<file path="config.mk">
export PLATFORM = sky130hd
export DESIGN_NAME = wsched_top
export DESIGN_NICKNAME = d
export VERILOG_FILES = /design/src/rtl/wsched_pkg.sv /design/src/rtl/wsched_class_map.sv /design/src/rtl/wsched_bank_timer.sv /design/src/rtl/wsched_queue.sv /design/src/rtl/wsched_arbiter.sv /design/src/rtl/wsched_top.sv
export SDC_FILE = /design/constraint.sdc
export NUM_CORES = 1
export LEC_CHECK = 0
export BUFFER_PORTS_ARGS = -buffer_cell sky130_fd_sc_hd__buf_4
export CORE_UTILIZATION = 45
export CTS_BUF_LIST = sky130_fd_sc_hd__clkbuf_4
export CTS_CLUSTER_DIAMETER = 40
export DETAILED_ROUTE_END_ITERATION = 8
export MAX_ROUTING_LAYER = met4
export PLACE_DENSITY_LB_ADDON = 0.2
export SLEW_MARGIN = 20
export SYNTH_ARGS = -nofsm -noshare
export SYNTH_HDL_FRONTEND = slang
export SYNTH_SLANG_ARGS = --single-unit
</file>
<file path="constraint.sdc">
create_clock -name clk -period 9.6 [get_ports clk]
set_input_delay 0.96 -clock clk [delete_from_list [all_inputs] [get_ports clk]]
set_output_delay 0.96 -clock clk [all_outputs]
set_load 0.01 [all_outputs]
</file>
<file path="src/rtl/wsched_pkg.sv">
package wsched_pkg;

  // distance of a stored epoch behind the current one, modulo 2**w
  function automatic int unsigned ring_age(int unsigned cur, int unsigned tag, int unsigned w);
    int unsigned mask;
    mask = (32'd1 << w) - 32'd1;
    return (cur - tag) & mask;
  endfunction

  // true when epoch a is strictly older than epoch b
  function automatic logic epoch_older(int unsigned cur, int unsigned a, int unsigned b,
                                       int unsigned w);
    return ring_age(cur, a, w) > ring_age(cur, b, w);
  endfunction

endpackage

</file>
<file path="src/rtl/wsched_class_map.sv">
module wsched_class_map #(
  parameter int FRAME_W = 3,
  localparam int NFRAME = 1 << FRAME_W
) (
  input  logic               clk,
  input  logic               rst_n,
  input  logic               cfg_we,
  input  logic [FRAME_W-1:0] cfg_frame,
  input  logic               cfg_bit,
  input  logic [FRAME_W-1:0] look_frame,
  output logic               look_persist
);
  logic [NFRAME-1:0] cls_q;

  always_ff @(posedge clk) begin
    if (!rst_n) cls_q <= '0;
    else if (cfg_we) cls_q[cfg_frame] <= cfg_bit;
  end

  assign look_persist = cls_q[look_frame];
endmodule

</file>
<file path="src/rtl/wsched_bank_timer.sv">
module wsched_bank_timer #(
  parameter int NBANK   = 4,
  parameter int WLAT    = 4,
  parameter int EPOCH_W = 4,
  localparam int BANK_W = $clog2(NBANK),
  localparam int TMR_W  = $clog2(WLAT + 1)
) (
  input  logic                            clk,
  input  logic                            rst_n,
  input  logic                            start,
  input  logic [BANK_W-1:0]               start_bank,
  input  logic                            start_persist,
  input  logic [EPOCH_W-1:0]              start_epoch,
  output logic [NBANK-1:0]                bank_free,
  output logic [NBANK-1:0]                fl_persist,
  output logic [NBANK-1:0][EPOCH_W-1:0]   fl_epoch
);
  for (genvar b = 0; b < NBANK; b++) begin : g_bank
    logic [TMR_W-1:0] tmr_q;
    logic             hit;
    assign hit = start && (start_bank == BANK_W'(b));

    always_ff @(posedge clk) begin
      if (!rst_n) begin
        tmr_q         <= '0;
        fl_persist[b] <= 1'b0;
        fl_epoch[b]   <= '0;
      end else if (hit) begin
        tmr_q         <= TMR_W'(WLAT);
        fl_persist[b] <= start_persist;
        fl_epoch[b]   <= start_epoch;
      end else if (tmr_q != '0) begin
        tmr_q <= tmr_q - TMR_W'(1);
      end
    end

    assign bank_free[b] = (tmr_q == '0);
  end
endmodule

</file>
<file path="src/rtl/wsched_queue.sv">
module wsched_queue #(
  parameter int QDEPTH  = 8,
  parameter int ADDR_W  = 12,
  parameter int EPOCH_W = 4,
  localparam int IDX_W  = $clog2(QDEPTH),
  localparam int CNT_W  = $clog2(QDEPTH + 1)
) (
  input  logic                           clk,
  input  logic                           rst_n,
  input  logic                           enq,
  input  logic [ADDR_W-1:0]              enq_addr,
  input  logic                           enq_persist,
  input  logic [EPOCH_W-1:0]             enq_epoch,
  input  logic                           deq,
  input  logic [IDX_W-1:0]               deq_idx,
  output logic [QDEPTH-1:0]              q_valid,
  output logic [QDEPTH-1:0][ADDR_W-1:0]  q_addr,
  output logic [QDEPTH-1:0]              q_persist,
  output logic [QDEPTH-1:0][EPOCH_W-1:0] q_epoch,
  output logic [CNT_W-1:0]               count
);
  logic [QDEPTH-1:0]              n_valid;
  logic [QDEPTH-1:0][ADDR_W-1:0]  n_addr;
  logic [QDEPTH-1:0]              n_persist;
  logic [QDEPTH-1:0][EPOCH_W-1:0] n_epoch;
  logic [CNT_W-1:0]               n_count;

  // index 0 is always the oldest entry; removal closes the gap
  always_comb begin
    int tail;
    for (int i = 0; i < QDEPTH; i++) begin
      int src;
      src = (deq && i >= int'(deq_idx) && i < QDEPTH - 1) ? i + 1 : i;
      n_valid[i]   = q_valid[src];
      n_addr[i]    = q_addr[src];
      n_persist[i] = q_persist[src];
      n_epoch[i]   = q_epoch[src];
      if (deq && i == QDEPTH - 1) n_valid[i] = 1'b0;
    end
    tail = int'(count) - (deq ? 1 : 0);
    for (int i = 0; i < QDEPTH; i++) begin
      if (enq && i == tail) begin
        n_valid[i]   = 1'b1;
        n_addr[i]    = enq_addr;
        n_persist[i] = enq_persist;
        n_epoch[i]   = enq_epoch;
      end
    end
    n_count = count + CNT_W'(enq) - CNT_W'(deq);
  end

  always_ff @(posedge clk) begin
    if (!rst_n) begin
      q_valid   <= '0;
      q_addr    <= '0;
      q_persist <= '0;
      q_epoch   <= '0;
      count     <= '0;
    end else begin
      q_valid   <= n_valid;
      q_addr    <= n_addr;
      q_persist <= n_persist;
      q_epoch   <= n_epoch;
      count     <= n_count;
    end
  end
endmodule

</file>
<file path="src/rtl/wsched_arbiter.sv">
module wsched_arbiter #(
  parameter int QDEPTH  = 8,
  parameter int NBANK   = 4,
  parameter int EPOCH_W = 4,
  localparam int BANK_W = $clog2(NBANK),
  localparam int IDX_W  = $clog2(QDEPTH)
) (
  input  logic [QDEPTH-1:0]              q_valid,
  input  logic [QDEPTH-1:0][BANK_W-1:0]  q_bank,
  input  logic [QDEPTH-1:0]              q_persist,
  input  logic [QDEPTH-1:0][EPOCH_W-1:0] q_epoch,
  input  logic [NBANK-1:0]               bank_free,
  input  logic [NBANK-1:0]               fl_persist,
  input  logic [NBANK-1:0][EPOCH_W-1:0]  fl_epoch,
  input  logic [EPOCH_W-1:0]             cur_epoch,
  output logic [QDEPTH-1:0]              grant,
  output logic [IDX_W-1:0]               grant_idx,
  output logic                           any_grant,
  output logic                           barrier_open,
  output logic                           pers_ready_any
);
  import wsched_pkg::*;

  logic [QDEPTH-1:0] elig;
  logic [QDEPTH-1:0] pool;

  always_comb begin
    barrier_open = 1'b0;
    for (int j = 0; j < QDEPTH; j++)
      if (q_valid[j] && q_persist[j] && q_epoch[j] != cur_epoch) barrier_open = 1'b1;
    for (int b = 0; b < NBANK; b++)
      if (!bank_free[b] && fl_persist[b] && fl_epoch[b] != cur_epoch) barrier_open = 1'b1;

    for (int i = 0; i < QDEPTH; i++) begin
      elig[i] = q_valid[i] && bank_free[q_bank[i]];
      if (q_persist[i]) begin
        for (int j = 0; j < QDEPTH; j++)
          if (q_valid[j] && q_persist[j] &&
              epoch_older(int'(cur_epoch), int'(q_epoch[j]), int'(q_epoch[i]), EPOCH_W))
            elig[i] = 1'b0;
        for (int b = 0; b < NBANK; b++)
          if (!bank_free[b] && fl_persist[b] &&
              epoch_older(int'(cur_epoch), int'(fl_epoch[b]), int'(q_epoch[i]), EPOCH_W))
            elig[i] = 1'b0;
      end
    end

    pers_ready_any = |(elig & q_persist);
    pool = (barrier_open && pers_ready_any) ? (elig & q_persist) : elig;

    grant     = '0;
    grant_idx = '0;
    any_grant = 1'b0;
    for (int i = QDEPTH - 1; i >= 0; i--) begin
      if (pool[i]) begin
        grant     = '0;
        grant[i]  = 1'b1;
        grant_idx = IDX_W'(i);
        any_grant = 1'b1;
      end
    end
  end
endmodule

</file>
<file path="src/rtl/wsched_top.sv">
module wsched_top #(
  parameter int ADDR_W  = 12,
  parameter int QDEPTH  = 8,
  parameter int NBANK   = 4,
  parameter int FRAME_W = 3,
  parameter int WLAT    = 4,
  parameter int EPOCH_W = 4,
  localparam int BANK_W = $clog2(NBANK),
  localparam int IDX_W  = $clog2(QDEPTH),
  localparam int CNT_W  = $clog2(QDEPTH + 1)
) (
  input  logic               clk,
  input  logic               rst_n,
  input  logic               enq_valid,
  output logic               enq_ready,
  input  logic [ADDR_W-1:0]  enq_addr,
  input  logic               barrier_req,
  input  logic               map_we,
  input  logic [FRAME_W-1:0] map_frame,
  input  logic               map_persist,
  output logic               iss_valid,
  input  logic               iss_ready,
  output logic [ADDR_W-1:0]  iss_addr,
  output logic [BANK_W-1:0]  iss_bank,
  output logic               iss_persist
);
  logic                           enq_fire, iss_fire, enq_cls;
  logic [EPOCH_W-1:0]             cur_epoch;
  logic [QDEPTH-1:0]              q_valid, q_persist, grant;
  logic [QDEPTH-1:0][ADDR_W-1:0]  q_addr;
  logic [QDEPTH-1:0][EPOCH_W-1:0] q_epoch;
  logic [QDEPTH-1:0][BANK_W-1:0]  q_bank;
  logic [CNT_W-1:0]               count;
  logic [IDX_W-1:0]               grant_idx;
  logic [NBANK-1:0]               bank_free, fl_persist;
  logic [NBANK-1:0][EPOCH_W-1:0]  fl_epoch;
  logic                           barrier_open, pers_ready_any;

  assign enq_ready = (count != CNT_W'(QDEPTH));
  assign enq_fire  = enq_valid && enq_ready;
  assign iss_fire  = iss_valid && iss_ready;

  always_ff @(posedge clk) begin
    if (!rst_n) cur_epoch <= '0;
    else        cur_epoch <= cur_epoch + EPOCH_W'(barrier_req);
  end

  wsched_class_map #(.FRAME_W(FRAME_W)) u_map (
    .clk(clk), .rst_n(rst_n), .cfg_we(map_we), .cfg_frame(map_frame),
    .cfg_bit(map_persist), .look_frame(enq_addr[ADDR_W-1 -: FRAME_W]),
    .look_persist(enq_cls));

  wsched_queue #(.QDEPTH(QDEPTH), .ADDR_W(ADDR_W), .EPOCH_W(EPOCH_W)) u_queue (
    .clk(clk), .rst_n(rst_n), .enq(enq_fire), .enq_addr(enq_addr),
    .enq_persist(enq_cls), .enq_epoch(cur_epoch), .deq(iss_fire),
    .deq_idx(grant_idx), .q_valid(q_valid), .q_addr(q_addr),
    .q_persist(q_persist), .q_epoch(q_epoch), .count(count));

  for (genvar i = 0; i < QDEPTH; i++) begin : g_bank_of
    assign q_bank[i] = q_addr[i][BANK_W-1:0];
  end

  wsched_arbiter #(.QDEPTH(QDEPTH), .NBANK(NBANK), .EPOCH_W(EPOCH_W)) u_arb (
    .q_valid(q_valid), .q_bank(q_bank), .q_persist(q_persist), .q_epoch(q_epoch),
    .bank_free(bank_free), .fl_persist(fl_persist), .fl_epoch(fl_epoch),
    .cur_epoch(cur_epoch), .grant(grant), .grant_idx(grant_idx),
    .any_grant(iss_valid), .barrier_open(barrier_open),
    .pers_ready_any(pers_ready_any));

  assign iss_addr    = q_addr[grant_idx];
  assign iss_bank    = q_bank[grant_idx];
  assign iss_persist = q_persist[grant_idx];

  wsched_bank_timer #(.NBANK(NBANK), .WLAT(WLAT), .EPOCH_W(EPOCH_W)) u_banks (
    .clk(clk), .rst_n(rst_n), .start(iss_fire), .start_bank(iss_bank),
    .start_persist(iss_persist), .start_epoch(q_epoch[grant_idx]),
    .bank_free(bank_free), .fl_persist(fl_persist), .fl_epoch(fl_epoch));
endmodule

</file>
==> Word-level counts from Yosys, hierarchy flattened <==
Cells that the tools add are included.
{ "totals": {"ff_bits": 192, "input_bits": 22, "wordCells": 673} }
{ "classes": {"add_sub_neg": 20, "order_cmp": 122, "n_eq_ne": 23, "n_mux": 292, "n_bitwise": 2, "reduce_logical": 175} }
{ "op_table": {"columns": ["cell", "n"], "rows": [
  ["greater-than comparator 4 bit", 96],
  ["binary-select mux 12 bit (select 3 bit)", 8],
  ["two-way mux 12 bit", 22],
  ["< comparator 32 x 5 -> 1 bit, second input constant", 7],
  ["two-way mux 1 bit", 184],
  ["logical AND 1 bit", 151],
  ["== test 4 x 32 -> 1 bit, first input constant", 4],
  ["binary-select mux 4 bit (select 3 bit)", 8],
  ["two-way mux 4 bit", 22],
  ["== test 3 x 32 -> 1 bit, first input constant", 2],
  ["two-way mux 3 bit", 17],
  ["binary-select mux 1 bit (select 3 bit)", 16],
  ["inequality test 4 bit", 12],
  ["subtractor 4 bit", 12],
  ["== test 2 x 32 -> 1 bit, first input constant", 1],
  ["zero test 32 bit", 1],
  ["subtractor 5 x 32 -> 32 bit", 1],
  ["< comparator 2 x 3 -> 1 bit, second input constant", 8],
  ["binary-select mux 1 bit (select 2 bit)", 8],
  ["zero test 3 bit", 4],
  ["< comparator 3 x 4 -> 1 bit, second input constant", 3],
  ["nonzero test 3 bit", 4],
  ["subtractor 3 x 1 -> 3 bit, second input constant", 4],
  ["nonzero test 2 bit", 5],
  ["other kinds (20)", 34]
]} }

==> Depth between registers and ports, before layout <==
Gate-level depths: netlist of run 1.
{ "logic_depth": {"ltp_word": 36, "ltp_mapped": 35, "mapped_depth_nobuf": 32} }

==> Hierarchy <==
From an unflattened synthesis of run 1, not the netlist that was laid out.
{ "unflattened": {"cells_unflattened": 1986, "area_unflattened_um2": 18230.0} }
{ "modules_own_cells": {"columns": ["module", "instances", "cells_per_inst", "area_per_inst_um2", "seq_area_each_um2"], "rows": [
  ["wsched_arbiter", 1, 1056, 8085.3, 0.0],
  ["wsched_queue", 1, 673, 6959.2, 2962.8],
  ["wsched_bank_timer", 1, 142, 1442.6, 640.6],
  ["wsched_top", 1, 79, 1306.3, 80.1],
  ["wsched_class_map", 1, 36, 436.7, 160.2]
]} }

==> Worst setup path before layout of run 1 <==
Ideal clock, no wire load.
{ "synth_path": {"path_type": "register -> register", "start": "register cur_epoch[1]", "end": "register u_queue.q_addr[93] (netlist bit)", "t_arrival_ps": 6805, "t_required_ps": 9530, "path_slack_ps": 2724, "path_stages_with_launch": 31, "n_path_buf": 5, "cell_sequence": "dfxtp_1 clkbuf_1 inv_1 fa_1 xnor2_1 ha_1 nand2_1 o21ai_0 a211oi_1 o31ai_1 nor4_1 nor4b_2 nand4bb_1 buf_4 o2111ai_2 o21ai_0 inv_1 ha_1 nand2_1 inv_1 ha_1 inv_1 a211oi_1 o211a_1 and2_1 clkbuf_1 and3_1 clkbuf_1 buf_1 nand2_1 a21oi_1"} }
{ "synth_between": {"elab_chain_len": 33, "word_cells_on_any_way": 361, "classes_between": "add/sub: 13; order compare: 96; eq/ne: 13; mux: 126; bitwise: 1; reduce/logical: 112"} }
{ "synth_rtl": {"columns": ["item", "line", "source"], "rows": [
  ["start, declared", "wsched_top.sv:28", "logic [EPOCH_W-1:0] cur_epoch;"],
  ["start signal, assigned", "wsched_top.sv:45", "else cur_epoch <= cur_epoch + EPOCH_W'(barrier_req);"],
  ["subtractor 4 bit", "wsched_pkg.sv:7", "return (cur - tag) & mask;"],
  ["greater-than comparator 4 bit", "wsched_pkg.sv:13", "return ring_age(cur, a, w) > ring_age(cur, b, w);"],
  ["logical AND 1 bit", "wsched_arbiter.sv:38", "if (q_valid[j] && q_persist[j] &&"],
  ["two-way mux 1 bit (8 in a row)", "wsched_arbiter.sv:38", null],
  ["two-way mux 1 bit (4 in a row)", "wsched_arbiter.sv:42", "if (!bank_free[b] && fl_persist[b] &&"],
  ["two-way mux 1 bit", "wsched_arbiter.sv:36", "if (q_persist[i]) begin"],
  ["AND 8 bit", "wsched_arbiter.sv:48, wsched_arbiter.sv:49", null],
  ["OR reduction 8 bit", "wsched_arbiter.sv:48", "pers_ready_any = |(elig & q_persist);"],
  ["logical AND 1 bit", "wsched_arbiter.sv:49", "pool = (barrier_open && pers_ready_any) ? (elig & q_persist) : elig;"],
  ["two-way mux 8 bit (*)", "wsched_arbiter.sv:49", null],
  ["two-way mux 1 bit (7 in a row)", "wsched_arbiter.sv:55", "if (pool[i]) begin"],
  ["two-way mux 1 bit (*)", "wsched_arbiter.sv:55", null],
  ["logical AND 1 bit (*)", "wsched_top.sv:41", "assign iss_fire = iss_valid && iss_ready;"],
  ["two-way mux 1 bit (*)", "wsched_queue.sv:40", "tail = int'(count) - (deq ? 1 : 0);"],
  ["subtractor 5 x 32 -> 32 bit (*)", "wsched_queue.sv:40", null],
  ["== test 4 x 32 -> 1 bit (*)", "wsched_queue.sv:42", "if (enq && i == tail) begin"],
  ["logical AND 1 bit (*)", "wsched_queue.sv:42", null],
  ["end signal, assigned", "wsched_queue.sv:61", "q_addr <= n_addr;"],
  ["end, declared", "wsched_queue.sv:17", "output logic [QDEPTH-1:0][ADDR_W-1:0] q_addr,"]
]} }
Mark *: on every way between the ends. The rest lies on a longest branch, timed or not.
A chain may end at the register's enable or synchronous reset.

==> Worst setup path in the final report of run 1 <==
{ "layout_path": {"start": "register cur_epoch[0]", "end": "output iss_addr[9]"} }
{ "layout_between": {"elab_chain_len": 30, "word_cells_on_any_way": 358, "classes_between": "add/sub: 12; order compare: 96; eq/ne: 12; mux: 127; bitwise: 1; reduce/logical: 110"} }
{ "layout_rtl": {"columns": ["item", "line", "source"], "rows": [
  ["subtractor 4 bit", "wsched_pkg.sv:7", null],
  ["greater-than comparator 4 bit", "wsched_pkg.sv:13", null],
  ["logical AND 1 bit", "wsched_arbiter.sv:38", null],
  ["two-way mux 1 bit (8 in a row)", "wsched_arbiter.sv:38", null],
  ["two-way mux 1 bit (4 in a row)", "wsched_arbiter.sv:42", null],
  ["two-way mux 1 bit", "wsched_arbiter.sv:36", null],
  ["AND 8 bit", "wsched_arbiter.sv:48, wsched_arbiter.sv:49", null],
  ["OR reduction 8 bit", "wsched_arbiter.sv:48", null],
  ["logical AND 1 bit", "wsched_arbiter.sv:49", null],
  ["two-way mux 8 bit (*)", "wsched_arbiter.sv:49", null],
  ["two-way mux 3 bit (7 in a row)", "wsched_arbiter.sv:55", null],
  ["two-way mux 3 bit (*)", "wsched_arbiter.sv:55", null],
  ["binary-select mux 12 bit (select 3 bit) (*)", "wsched_top.sv:70", "assign iss_addr = q_addr[grant_idx];"],
  ["two-way mux 12 bit (implied by the code) (*)", "wsched_top.sv:70", null],
  ["end, declared", "wsched_top.sv:23", "output logic [ADDR_W-1:0] iss_addr,"]
]} }
Mark *: on every way between the ends. The rest lies on a longest branch, timed or not. The select of a mux whose other input is x is not followed.

==> results of run 1 <==
==> worst min path at each step <==
stage / startpoint / endpoint / slack, ns / cells after the start
after floorplan: u_banks.fl_epoch[2] / u_banks.fl_epoch[2] / 0.44 / 2
after global placement: u_banks.fl_epoch[14] / u_banks.fl_epoch[14] / 0.45 / 2
after detailed placement: u_banks.fl_epoch[14] / u_banks.fl_epoch[14] / 0.45 / 2
after CTS: u_banks.fl_epoch[14] / u_banks.fl_epoch[14] / 0.47 / 2
after global routing: u_banks.fl_epoch[8] / u_banks.fl_epoch[8] / 0.51 / 2
final: u_queue.q_addr[56] / u_queue.q_addr[44] / 0.48 / 2
==> cell usage after synthesis (27+ instances only) <==
cell	number	share of area, %
mux2i_1	141	7.8
ha_1	251	17
nor2b_1	27	0.94
mux4_2	32	4.0
o21ai_0	59	1.6
nand3_1	44	1.2
a211oi_1	40	1.7
o211a_1	34	1.9
a21oi_1	141	3.9
nand2_1	239	5.0
clkbuf_1	69	1.4
a311oi_1	45	2.2
inv_1	125	2.6
nor2_1	140	2.9
dfxtp_1	192	21
nand2b_1	27	0.94
xnor2_1	49	2.4
==> registers in the layout (all words and copies together), names as in the netlist <==
| register | flops |
|---|---|
| cur_epoch | 4 |
| u_queue.q_epoch | 32 |
| u_queue.q_valid | 8 |
| u_queue.q_persist | 8 |
| u_map.cls_q | 8 |
| u_queue.q_addr | 96 |
| u_banks.fl_persist | 4 |
| u_queue.count | 4 |
| u_banks.fl_epoch | 16 |
| u_banks.g_bank.tmr_q | 12 |
==> cells by family after synthesis <==
logic type | count (synthesis) | synth area share (%)
AO/OA/AOI/OAI | 514 | 20.4
XOR/XNOR | 74 | 3.98
adder cells (fa/ha/maj) | 283 | 20.0
buffers and inverters | 245 | 5.93
flip-flops | 192 | 21.4
multiplexers | 189 | 12.9
AND/OR/NAND/NOR | 591 | 15.5
==> layer usage <==
metal	routed length, um	vias to the layer above
met5	0	-
met4	2760	0
met3	3840	148
met2	28900	623
met1	26400	7838
li1	-	7665
==> area by class of cell <==
type                    count  share of cell area [%]
flip-flops and latches    192                    20.2
well taps                 518                    3.40
repair buffers             82                    3.23
inverters                 128                    2.53
clock buffers              17                   0.670
diodes                      3                  0.0394
clock inverters            15                   0.946
multi-input cells        1651                    69.0
==> stage by stage <==
| stage | area (um^2) | std cells |
|---|---|---|
| 5_1_grt | 19100 | 2606 |
| 3_5_place_dp | 18700 | 2571 |
| 3_3_place_gp | 18700 | 2571 |
| 4_1_cts | 19000 | 2603 |
| 2_1_floorplan | 18000 | 2088 |
| 6_report | 19100 | 2606 |
==> worst max-delay path: cells and delay by family, from the launching register on <==
family	cells	cell delay, ns
XOR/XNOR	1	0.78
AO/OA/AOI/OAI	5	1.80
multiplexers	2	0.88
flip-flops	1	0.55
buffers and inverters	3	0.93
AND/OR/NAND/NOR	6	1.58
adder cells (fa/ha/maj)	2	0.73
==> metrics.txt, run 1 <==
drt drc=0; most common cell after layout, fill and taps aside=ha_1; Fin Hold WS=roughly 0.48 ns; Area growth syn-to-layout=5.87%; Post-synth ARST share=0%; Final setup viols=0; initial core utilization=a little under half; status=completed; PortBufs=38; Filler cells=3780; Util after Layout=around 50%; CTS buffer count=17; Distinct cells, synth=95; unrepaired setup endpoints after global routing=false; Critical Path Max Stage Delay=0.78 ns; WL/cell=~24 um; sequential element share of the synthesized area=21.4%; setup slack after layout=~0.74 ns; GRT Residual Overflow=0; syn_nets=about 2400; Worst Hold Class=flop to flop; H-tree depth=4; WS Path Type=flop to output pin; CP Cell Sequence=inv_1, ha_1, nand3b_1, nand2_1, xor2_1, inv_1, ha_1, and3_1, a221oi_1, o211a_1, nand4_1, a211oi_1, a21oi_2, nand4bb_1, o211a_1, and2_4, mux4_2, mux2_2, buf_4; # resized after CTS=0; RePlAce Congestion=1.01; post-synthesis cell count=2088; Initial DRC Count=1279; drt total wl=61900 um; share of layout cells above drive strength 1=between 10% and 20%; Layout Skew=0.0453 ns; met1 Track Usage GR=38.7%; pre-CTS setup slack=~0.96 ns; global-route wire length before repair=95000 um; Die X-Extent=202 um; IO Pins=39; Least-Margin Pin Slew=1.14 ns; hpwl dp=45600 um; root buf cell=clkbuf_4; slowest cell on the critical path=xor2_1; Ys Warns=0; 1st-pass router iterations=8; crit path from=cur_epoch[0]; Setup Fix Bufs, Post-CTS=0; Layout Nets=2358; setup tns final=0 ns; Post-synth EDFFs=0; total of max-cap violations=0; Fmax=113 MHz; part of the cycle the worst path needs=92.3%; Main synth FF type=dfxtp_1; crit-path max FO=31; largest net degree at the start of global routing=63; Syn Area/Cell=8.62 um^2; antenna violations before repair=3; Core ar.=39000 um^2; reg-to-reg startpoint=cur_epoch[0]; area of the die=a little over 40000 um^2; routed via count=16300; Required @ worst endpoint=8.64 ns; gr usage total=31.3%; synthesized flop and latch total=192; vias per cell=6.24; slew margin rel.=23.7%; most frequent cells in the layout=ha_1, nand2_1, dfxtp_1, a21oi_1, mux2i_1; crit path to=iss_addr[9]; Top Usage Layer GRT=met2; number of global-route vias before repair=15900; Synth Cell Area=18000 um^2; CTS Sinks=192; clk_lat worst skew=0.64 ns; final slew viol count=0; min Tclk post-route=8.86 ns; Die Y=202 um; # hold bufs at CTS=0; FF-to-FF path depth=29; CP arrival=7.90 ns; Final Hold Violating Endpoints=0; row count=72; flip-flop and latch area=3840 um^2; Setup crit end kind=output pin; Startpoint Class=flop; R2R Setup Slk=0.80 ns; multi-input logic area=13200 um^2; post-route ant nets=0; CTS tree=yes; R2R Path End=u_queue.q_addr[84]; M2 GR Usage=50.8%; clk slew on worst S/H paths=between 0.15 and 0.2 ns; Clock Tree Buf Depth=2; met3 Use GR=3.82%
Power of run 1 is left out: the tool's default activity adds up to more than one toggle a clock period on the data nets, which glitch-free logic cannot reach.
==> run 2: changes to the inputs <==
--- a/config.mk
+++ b/config.mk
@@ -7,2 +7,3 @@
 export LEC_CHECK = 0
+export ABC_AREA = 1
 export BUFFER_PORTS_ARGS = -buffer_cell sky130_fd_sc_hd__buf_4
==> constraint.sdc (replaced) <==
create_clock -name clk -period 9.6 [get_ports clk]
set_input_delay 0.48 -clock clk [delete_from_list [all_inputs] [get_ports clk]]
set_output_delay 0.48 -clock clk [all_outputs]
set_load 0.01 [all_outputs]
==> metrics.txt, run 2 <==
status=completed; most frequent cells in the layout=nand2_1, inv_1, nor2_1, ha_1, a21oi_1; # resized after CTS=0 (unchanged); sequential element share of the synthesized area=21.5% (+0.12 points); most frequent cells after synthesis=nand2_1, inv_1, nor2_1; Die X-Extent=201 um (-0.27%); synthesized flop and latch total=192 (unchanged); area leader, netlist=dfxtp_1; # hold bufs at CTS=0 (unchanged); Met3 Wirelength=3340 um (-13%); syn_nets=3059 (+29%); most common cell after layout, fill and taps aside=nand2_1; clk_lat worst skew=0.61 ns (-0.03 ns); post-route ant nets=0 (unchanged); CTS Sinks=192 (unchanged); clk slew on worst S/H paths=0.15 ns (-0.04 ns); crit-path max FO=80 (+160%); CP arrival=8.17 ns (+0.27 ns); WS Path Type=flop to output pin; routed via count=19100 (+18%); slowest cell on the critical path=xnor2_1; initial core utilization=46.0% (-0.14 points); final slew viol count=0 (unchanged); post-synthesis cell count=2773 (+33%); Critical Path Max Stage Delay=0.77 ns (about the same); Post-DP Area=18600 um^2 (-0.98%); area of the die=40600 um^2 (-0.54%); WL/cell=21.1 um (-11%); Synth Cell Area=17900 um^2 (-0.54%); Layout Skew=0.0176 ns (-0.0277 ns); GRT Residual Overflow=0 (unchanged); most common cell in the synthesized netlist=nand2_1; Util after Layout=48.5% (-0.39 points); met2 wire len=33000 um (+14%); root buf cell=clkbuf_4; CTS buffer count=17 (unchanged); M1 WL=28100 um (+6.4%); Yosys top cell area share=21.5% (+0.12 points); final std cell area, no fill=18900 um^2 (-1.0%); Worst Hold Class=input pin to flop; row count=72 (unchanged); Largest register FFs=96 (unchanged); CTS tree=yes; Clock Tree Buf Depth=2 (unchanged); Distinct cells, synth=53 (-44%); Required @ worst endpoint=9.12 ns (+0.48 ns); 1st-pass router iterations=6 (-2); Syn Area/Cell=6.46 um^2 (-25%); RePlAce Congestion=1.00 (-0.52%); Top reg by flops=u_queue.q_addr; ranking of synthesized cells by area=dfxtp_1, ha_1, nand2_1; antenna violations before repair=1 (-2); Least-Margin Pin Slew=1.11 ns (-0.0341 ns); Layout Nets=3040 (+29%); Startpoint Class=flop; part of the cycle the worst path needs=90.1% (-2.2 points); CP dominant cell by count=nand2_1; Core ar.=38900 um^2 (-0.23%); Final setup viols=0 (unchanged); Initial DRC Count=1711 (+34%); drt total wl=69300 um (+12%); PortBufs=38 (unchanged); slew margin rel.=25.7% (+2.0 points); unrepaired setup endpoints after global routing=false; gr usage total=34.9% (+3.6 points); IO Pins=39 (unchanged); top sig layer=met4; setup tns final=0 ns (unchanged); share of layout cells above drive strength 1=5.78% (-4.3 points); hpwl dp=53100 um (+17%); vias per cell=5.82 (-6.8%); min Tclk post-route=8.65 ns (-0.215 ns); largest net degree at the start of global routing=81 (+29%); Setup crit end kind=output pin; Setup Fix Bufs, Post-CTS=0 (unchanged); total of max-cap violations=0 (unchanged); WP buf/inv=5 (+2); crit path from=cur_epoch[0]; reg-to-reg startpoint=cur_epoch[0]; Die Y=201 um (-0.27%); Main synth FF type=dfxtp_1; Post-synth EDFFs=0 (unchanged); Post-synth ARST share=0% (unchanged); H-tree depth=4 (unchanged); Filler cells=4125 (+9.1%); cell family with most CP delay=simple AND/OR/NAND/NOR gates; Area growth syn-to-layout=5.36%; largest registers=u_queue.q_addr: 96 flops, u_queue.q_epoch: 32 flops, u_banks.fl_epoch: 16 flops; number of global-route vias before repair=18300 (+15%); global-route wire length before repair=106000 um (+11%); Ys Warns=0 (unchanged); Fmax=116 MHz (+2.5%); drt drc=0 (unchanged); Final Hold Violating Endpoints=0 (unchanged); HP Start=enq_addr[6]
==> run 2: cell types whose count changed in the layout (fill, tap and decap cells not counted), sizes merged, moves of 105 or more <==
cell   before  now
nand2     240  691
o21ai      61  230
mux2i     141    0
nor2      142  273
a21oi     145  250
nand3      45  179
inv       131  342
==> run 2: worst register-to-register path, delay by kind of cell (launching register included) <==
family | cells | cell delay [ns]
xor+xnor | 1 | 0.77
fa+ha+maj | 4 | 1.14
compound gates | 7 | 1.10
buf+inv | 9 | 2.03
simple gates | 20 | 2.87
flops | 1 | 0.40
==> run 2: layer usage <==
layer	track usage, %	vias up
met4	22.6	0
met2	58.8	708
met1	39.7	8937
met3	3.09	237
met5	-	-
li1	-	9248
==> run 2: final timing paths <==
check | to | slack [ns] | cells after the start
worst max-delay path | iss_addr[11] | 0.95 | 33
worst min-delay path | u_queue.q_addr[78] | 0.17 | 3
worst max register to register | u_queue.q_addr[6] | 1.22 | 41
worst min register to register | u_queue.q_addr[34] | 0.49 | 2
==> run 2: logic make-up (layout without fill, tap and decap cells) <==
| kind of cell | count (synthesis) | in the layout | synth area share, % |
|---|---|---|---|
| simple gates | 1211 | 1211 | 28.1 |
| compound gates | 633 | 633 | 20.0 |
| buf+inv | 444 | 438 | 9.88 |
| fa+ha+maj | 264 | 264 | 19.0 |
| flops | 192 | 192 | 21.5 |
| xor+xnor | 29 | 29 | 1.50 |
| other cells | 0 | 1 | 0 |
==> run 2: final cells by class <==
type / instances / area, um^2 / area share (%)
repair buffers: 61 / 470 / 2.49
multi-input cells: 2137 / 12300 / 65.2
clock inverters: 15 / 168 / 0.889
diodes: 1 / 2.50 / 0.0133
flip-flops and latches: 192 / 3840 / 20.4
well taps: 518 / 648 / 3.44
clock buffers: 17 / 128 / 0.677
inverters: 345 / 1290 / 6.87
==> run 2: stage by stage <==
stage | std cells | hold slack, ns | setup slack (ns)
6_report | 3286 | 0.168 | 0.951
5_1_grt | 3286 | 0.153 | 0.436
4_1_cts | 3285 | 0.120 | 1.19
3_5_place_dp | 3253 | 0.469 | 1.47
3_3_place_gp | 3253 | 0.453 | 1.47
2_1_floorplan | 2773 | 0.437 | 2.91
Power of run 2 is left out for the same reason.
